### config.mk
export PLATFORM = sky130hd
export DESIGN_NAME = fsync_tx_port
export DESIGN_NICKNAME = d
export VERILOG_FILES = /design/src/rtl/fsync_tx_port.sv
export SDC_FILE = /design/constraint.sdc
export NUM_CORES = 1
export LEC_CHECK = 0
export ABC_AREA = 1
export BUFFER_PORTS_ARGS = -buffer_cell sky130_fd_sc_hd__buf_2
export CAP_MARGIN = 15
export CORE_ASPECT_RATIO = 1.4
export CORE_UTILIZATION = 29
export CTS_CLUSTER_SIZE = 10
export DETAILED_ROUTE_END_ITERATION = 8
export SYNTH_ARGS = -nofsm -noshare
export SYNTH_HDL_FRONTEND = slang
export SYNTH_SLANG_ARGS = --single-unit
### constraint.sdc
create_clock -name clk -period 2 [get_ports clk]
set_input_delay 0.2 -clock clk [delete_from_list [all_inputs] [get_ports clk]]
set_output_delay 0.2 -clock clk [all_outputs]
set_load 0.01 [all_outputs]
### src/rtl/fsync_tx_port.sv
module fsync_tx_port #(
  parameter int WORD_W    = 24,
  parameter int SHORT_LEN = 256,
  parameter int LONG_LEN  = 512,
  localparam int CNT_W    = $clog2(LONG_LEN) + 1
) (
  input  logic              clk,
  input  logic              rst_n,
  input  logic              hs_mode,
  input  logic              sclk,
  input  logic              fsync,
  input  logic              din,
  input  logic [WORD_W-1:0] data_word,
  output logic              dout,
  output logic              locked,
  output logic              len_long,
  output logic              frame_err
);

  localparam logic [CNT_W-1:0] CNT_MAX = '1;

  logic sc1, sc2, fs1, fs2, din1;
  logic [CNT_W-1:0] cnt, cand;
  logic cand_ok, seen, blank;
  logic [WORD_W-1:0] shreg;

  wire fs_rise = fs1 & ~fs2;
  wire sc_fall = sc2 & ~sc1;
  wire is_short = (cnt == CNT_W'(SHORT_LEN));
  wire is_long  = (cnt == CNT_W'(LONG_LEN));
  wire meas_ok  = is_short | (is_long & ~hs_mode);

  assign dout = shreg[WORD_W-1] & ~blank;

  always_ff @(posedge clk or negedge rst_n) begin
    if (!rst_n) begin
      {sc1, sc2, fs1, fs2, din1} <= '0;
    end else begin
      sc1  <= sclk;
      sc2  <= sc1;
      fs1  <= fsync;
      fs2  <= fs1;
      din1 <= din;
    end
  end

  always_ff @(posedge clk or negedge rst_n) begin
    if (!rst_n) begin
      cnt       <= '0;
      cand      <= '0;
      cand_ok   <= 1'b0;
      seen      <= 1'b0;
      blank     <= 1'b0;
      locked    <= 1'b0;
      len_long  <= 1'b0;
      frame_err <= 1'b0;
    end else if (fs_rise) begin
      cnt  <= CNT_W'(1);
      seen <= 1'b1;
      if (seen) begin
        cand    <= cnt;
        cand_ok <= meas_ok;
        locked  <= meas_ok & cand_ok & (cand == cnt);
        blank   <= ~meas_ok;
        if (meas_ok) len_long  <= is_long;
        else         frame_err <= 1'b1;
      end
    end else if (cnt != CNT_MAX) begin
      cnt <= cnt + 1'b1;
    end
  end

  always_ff @(posedge clk or negedge rst_n) begin
    if (!rst_n)       shreg <= '0;
    else if (fs_rise) shreg <= data_word;
    else if (sc_fall) shreg <= {shreg[WORD_W-2:0], din1};
  end

endmodule

; ---- Word-level counts from Yosys, hierarchy flattened
; Index checks and enable logic that the tools add are counted.
[word_totals]
wordCells = 40
input_bits = 30
reg_bits = 55
[op_classes]
bitwise_logic = 12
n_addsub = 1
reduce_logical = 5
n_mux = 4
eq_ne = 4
[ops]
columns = op, count
row1 = $mux W24, 2
row2 = $mux W10, 2
row3 = $add A10 B1 Y10 const B, 1
row4 = $eq A10 B10 Y1, 1
row5 = $eq A10 B10 Y1 const B, 1
row6 = $eq A10 B9 Y1 const B, 1
row7 = $ne A10 B10 Y1 const B, 1
row8 = $and A1 B1 Y1, 6
row9 = $reduce_and A3 Y1, 2
row10 = $not A1 Y1, 5
row11 = $reduce_bool A2 Y1, 2
row12 = $reduce_and A2 Y1, 1
row13 = $or A1 B1 Y1, 1

; ---- Logic depth before layout (Yosys ltp)
[depth]
ltp_word = 5
depth_mapped = 8
depth_no_buf = 8

; ---- Worst setup path before layout
; Ideal clock, no wire load.
[synth_path]
path_kind = register -> register
start = register cnt[0]
end = register cnt[0]
arrival_time_ns = 1.106
path_stages_with_launch = 9
setup_slack_ns = 0.768
path_buffers = 0
required_time_ns = 1.875
cell_sequence = dfrtp_1 ha_1 nand2_2 nor2_2 nand3_2 nor2_2 nand2_1 nand2_1 nand3_1
[synth_between]
elab_chain_cells = 3
word_cells_on_any_way = 5
classes_between = 1 x add/sub / 1 x eq/ne / 2 x mux / 1 x reduce/logical
[synth_lines]
columns = item, line_no
row1 = from (decl), 23  ; logic [CNT_W-1:0] cnt, cand;
row2 = from (signal assigned), 69  ; cnt <= cnt + 1'b1;
row3 = $add A10 B1 Y10, 69
row4 = $mux W10, 68  ; end else if (cnt != CNT_MAX) begin
row5 = $mux W10, 57  ; end else if (fs_rise) begin
; Several ways; a longest one is shown, not always the timed one. The select of a mux whose other input is x is not followed.
; A chain may end at the register's enable or synchronous reset.

; ---- Final worst setup path
[layout_path]
start = register fs2
end = register shreg[18]
[layout_between]
elab_chain_cells = 3
word_cells_on_any_way = 4
classes_between = 1 x mux / 2 x bitwise / 1 x reduce/logical
[layout_lines]
columns = item, line_no
row1 = from (decl), 22  ; logic sc1, sc2, fs1, fs2, din1;
row2 = from (signal assigned), 42  ; fs2 <= fs1;
row3 = $not A1 Y1 *, 27  ; wire fs_rise = fs1 & ~fs2;
row4 = $and A1 B1 Y1 *, 27
row5 = $mux W24 or $reduce_bool A2 Y1 (tied branches), --
row6 = to (signal assigned), 75  ; else if (fs_rise) shreg <= data_word;
row7 = to (signal assigned), 76  ; else if (sc_fall) shreg <= {shreg[WORD_W-2:0], din1};
row8 = to (decl), 25  ; logic [WORD_W-1:0] shreg;
; Every way passes the cells marked *; elsewhere a longest branch is shown, timed or not.

==> reports/results.tsv <==
stage	metric	value	unit
run_status	status	finished, final reports clean	
setup_path	critical_path.max_stage_delay	0.39	ns
logic_synthesis	seq_area_frac_synth	53.1	%
floorplan	row_count	40	
final_layout	layout-drive-gt1-share	22.2	%
setup_path	critPathTopFamily	simple AND/OR/NAND/NOR gates	
pwr	ir_worst_vdd	0.461	mV
grt	antenna_found_initial	0	
detailed_routing	via_count	2002	
logic_synthesis	synthAdderAreaFrac	0.965	%
grt	grt_overflow	0	
sta	setup_viol	0	
cts	cts.sinks	55	
setup_path	worstPathMaxFanout	23	
final_layout	fin_cells	438	
detailed_routing	wl_per_cell	11.9	um
final_layout	n_fill_cell	901	
flow_run	maxCapViolCount	0	
sta	max_freq	655	MHz
logic_synthesis	synth_top_family_by_area	simple AND/OR/NAND/NOR gates	
floorplan	io_pins	34	
sta	min_period	1.53	ns
sta	fin_worst_skew	0.00530	ns
final_layout	multi_input_area	993	um2
min_path	hold_class	in2reg	
floorplan	core_area	8610	um2
final_layout	postLayoutCellArea	3050	um2
detailed_routing	drc	0	
setup_path	worst_setup_path_end_kind	flop	
cts	clkTransAtPathRegs	0.07	ns
placed_design	dpl.cell_count	430	
logic_synthesis	syn_inst	297	
sta	slew_headroom	65.2	%
logic_synthesis	avgSynthCellArea	8.73	um2
cts	clock_latency	0.29	ns
logic_synthesis	ys.flop_type	dfrtp_1	
logic_synthesis	synth_simple_gate_area_share	24.3	%
setup_path	worst-path-buf-inv	1	
pwr	powerDensity	937	nW/um2
placed_design	dp.final_hpwl	3.78	mm
floorplan	fp.dieArea	9330	um2
setup_path	start_kind	flop	
final_layout	largest_reg_flops	24	
cts	cts_tree	yes	
setup_path	worstPathArrival	1.67	ns
final_layout	n_antenna_cell	0	
grt	grt_max_degree	36	
floorplan	fp.dieH	114	um
cts	h-tree-depth	2	
logic_synthesis	synth-xor-area-share	0.338	%
setup_path	cp_cell_sequence	nor2_4, inv_4, nand2_2, o221ai_1	
detailed_routing	ant_nets	0	
floorplan	start_util	30.1	%
final_layout	syn_to_final_growth	17.6	%
cts	numCtsBuffers	5	
detailed_routing	drt_iter0_drc	104	
sta	rsz0062_at_grt	no	
logic_synthesis	synth_area	2590	um2
sta	slew_viol_final	0	
final_layout	regMostFlops	shreg	
logic_synthesis	yosysUniqueCellTypes	33	
detailed_routing	routed_wl	5.20	mm
logic_synthesis	async_flop_share	100	%
sta	tns	0	ns
setup_path	worst-setup-path-type	reg2reg	
floorplan	die_x	81.9	um
logic_synthesis	synth-compound-area-share	12.7	%
placed_design	dpl_cell_area	2880	um2
grt	grt_pass1_vias	2017	
logic_synthesis	synth_edf_count	0	
logic_synthesis	synth.ff_latch_count	55	
final_layout	finalNetCount	365	
logic_synthesis	post_synth_mux_area_share	0	%
grt	track_usage	12.7	%
setup_path	slowest_stage	dfrtp_1	
pwr	power	2.86	mW
sta	hold_viol_final	0	
pwr	leakage	1.49	nW
sta	period_share	76.4	%
setup_path	critical_path_required	2.14	ns
cts	root_buffer	clkbuf_16	
final_layout	reg_top3	shreg (24), cand (10), cnt (10)	
final_layout	regArea	1380	um2
placed_design	io_buffer_count	33	
sta	worstMarginPinSlew	0.522	ns
cts	clockBufferDepth	2	
logic_synthesis	yosysWarnings	0	
final_layout	post-route-util	35.4	%
detailed_routing	vias_per_cell	4.57	
grt	grt_pass1_wl	9.21	mm
detailed_routing	dr.pass1.iters	4	
placed_design	place.gp.congestion	0.809	
logic_synthesis	syn_nets	329	
## through the flow
| stage | hold WS (ns) | setup WS [ns] |
|---|---|---|
| 2_1_floorplan | -0.0956 | 0.768 |
| 3_3_place_gp | 0.207 | 0.539 |
| 3_5_place_dp | 0.213 | 0.488 |
| 4_1_cts | 0.0106 | 0.472 |
| 5_1_grt | 0.00397 | 0.347 |
| 6_report | 0.0138 | 0.473 |
## cell type report
type | count | share of cell area (%)
flip-flops and latches | 55 | 45.1
multi-input cells | 188 | 32.6
repair buffers | 38 | 7.14
inverters | 45 | 5.62
well taps | 105 | 4.31
clock buffers | 6 | 4.23
clock inverters | 1 | 0.985
## cell usage in the layout (no fill, tap or decap)
cell type and instances:
nand3b_1 1, nand3b_2 1, nand3_2 1, xnor2_1 1, nor3_2 1, o21ai_1 13, nor2_2 3, inv_2 12
nor2_4 2, nand4_2 1, o22ai_1 3, o21a_1 1, clkbuf_1 1, a21o_1 1, inv_1 32, inv_4 1
bufinv_16 1, clkbuf_16 5, dfrtp_1 55, nand3_1 13, dlygate4sd3_1 1, ha_1 2, nand2_4 2, o211ai_1 2
buf_12 1, o31ai_1 1, nor2_1 20, o21ai_2 1, nor3_4 1, buf_2 33, or2_2 1, buf_4 3
nand2_2 4, a21oi_1 2, o21ai_0 3, o221ai_1 20, nand2_1 87
## synthesized netlist by cell type, drive strengths merged, types with 2 or more instances
| library cell | count | area share, % |
|---|---|---|
| ha | 2 | 0.97 |
| nand3b | 2 | 0.72 |
| buf | 8 | 1.8 |
| nand3 | 14 | 2.9 |
| nor3 | 2 | 1.0 |
| nand2 | 93 | 14 |
| o221ai | 20 | 6.8 |
| nor2 | 25 | 4.5 |
| inv | 45 | 6.6 |
| a21oi | 2 | 0.39 |
| o22ai | 3 | 0.72 |
| o211ai | 2 | 0.58 |
| o21ai | 17 | 3.4 |
| dfrtp | 55 | 53 |
## metal layers
metal  vias to the layer above  wire length [um]  share of wire (%)  global-route usage [%]
li1                       1035                 -                  -                       -
met1                       927              2220                 43                    15.6
met2                        34              2730                 52                    22.4
met3                         6               184                3.5                    2.16
met4                         0                66                1.3                    3.63
met5                         -                 0                  0                       0
## logic make-up after synthesis
logic type | Yosys count
flip-flops | 55
XOR/XNOR | 1
AO/OA/AOI/OAI | 47
buffers and inverters | 54
adder cells (fa/ha/maj) | 2
AND/OR/NAND/NOR | 138
## worst paths after layout
path / startpoint / depth (start not counted) / slack [ns] / to
max: fs2 / 4 / 0.47 / shreg[18]
min: fsync / 1 / 0.01 / fs1
max reg2reg: fs2 / 4 / 0.47 / shreg[18]
min reg2reg: sc1 / 0 / 0.38 / sc2
max in group asynchronous: rst_n / 3 / 1.02 / shreg[9]
min in group asynchronous: rst_n / 2 / 0.43 / cand[2]
## report_power, final
| part | internal (mW) | leakage, nW | switching (mW) |
|---|---|---|---|
| combinational | 0.204 | 0.720 | 0.326 |
| clock | 0.585 | 0.0769 | 0.377 |
| sequential | 1.26 | 0.690 | 0.110 |
| total | 2.05 | 1.49 | 0.813 |
## timing repair
action | in CTS | in global routing
buffers inserted | 0 | 0
endpoints found under the hold margin | 20 | 0
resized for setup | 0 | 0
hold buffers | 1 | 0
Power figures use the tool's default switching activity.
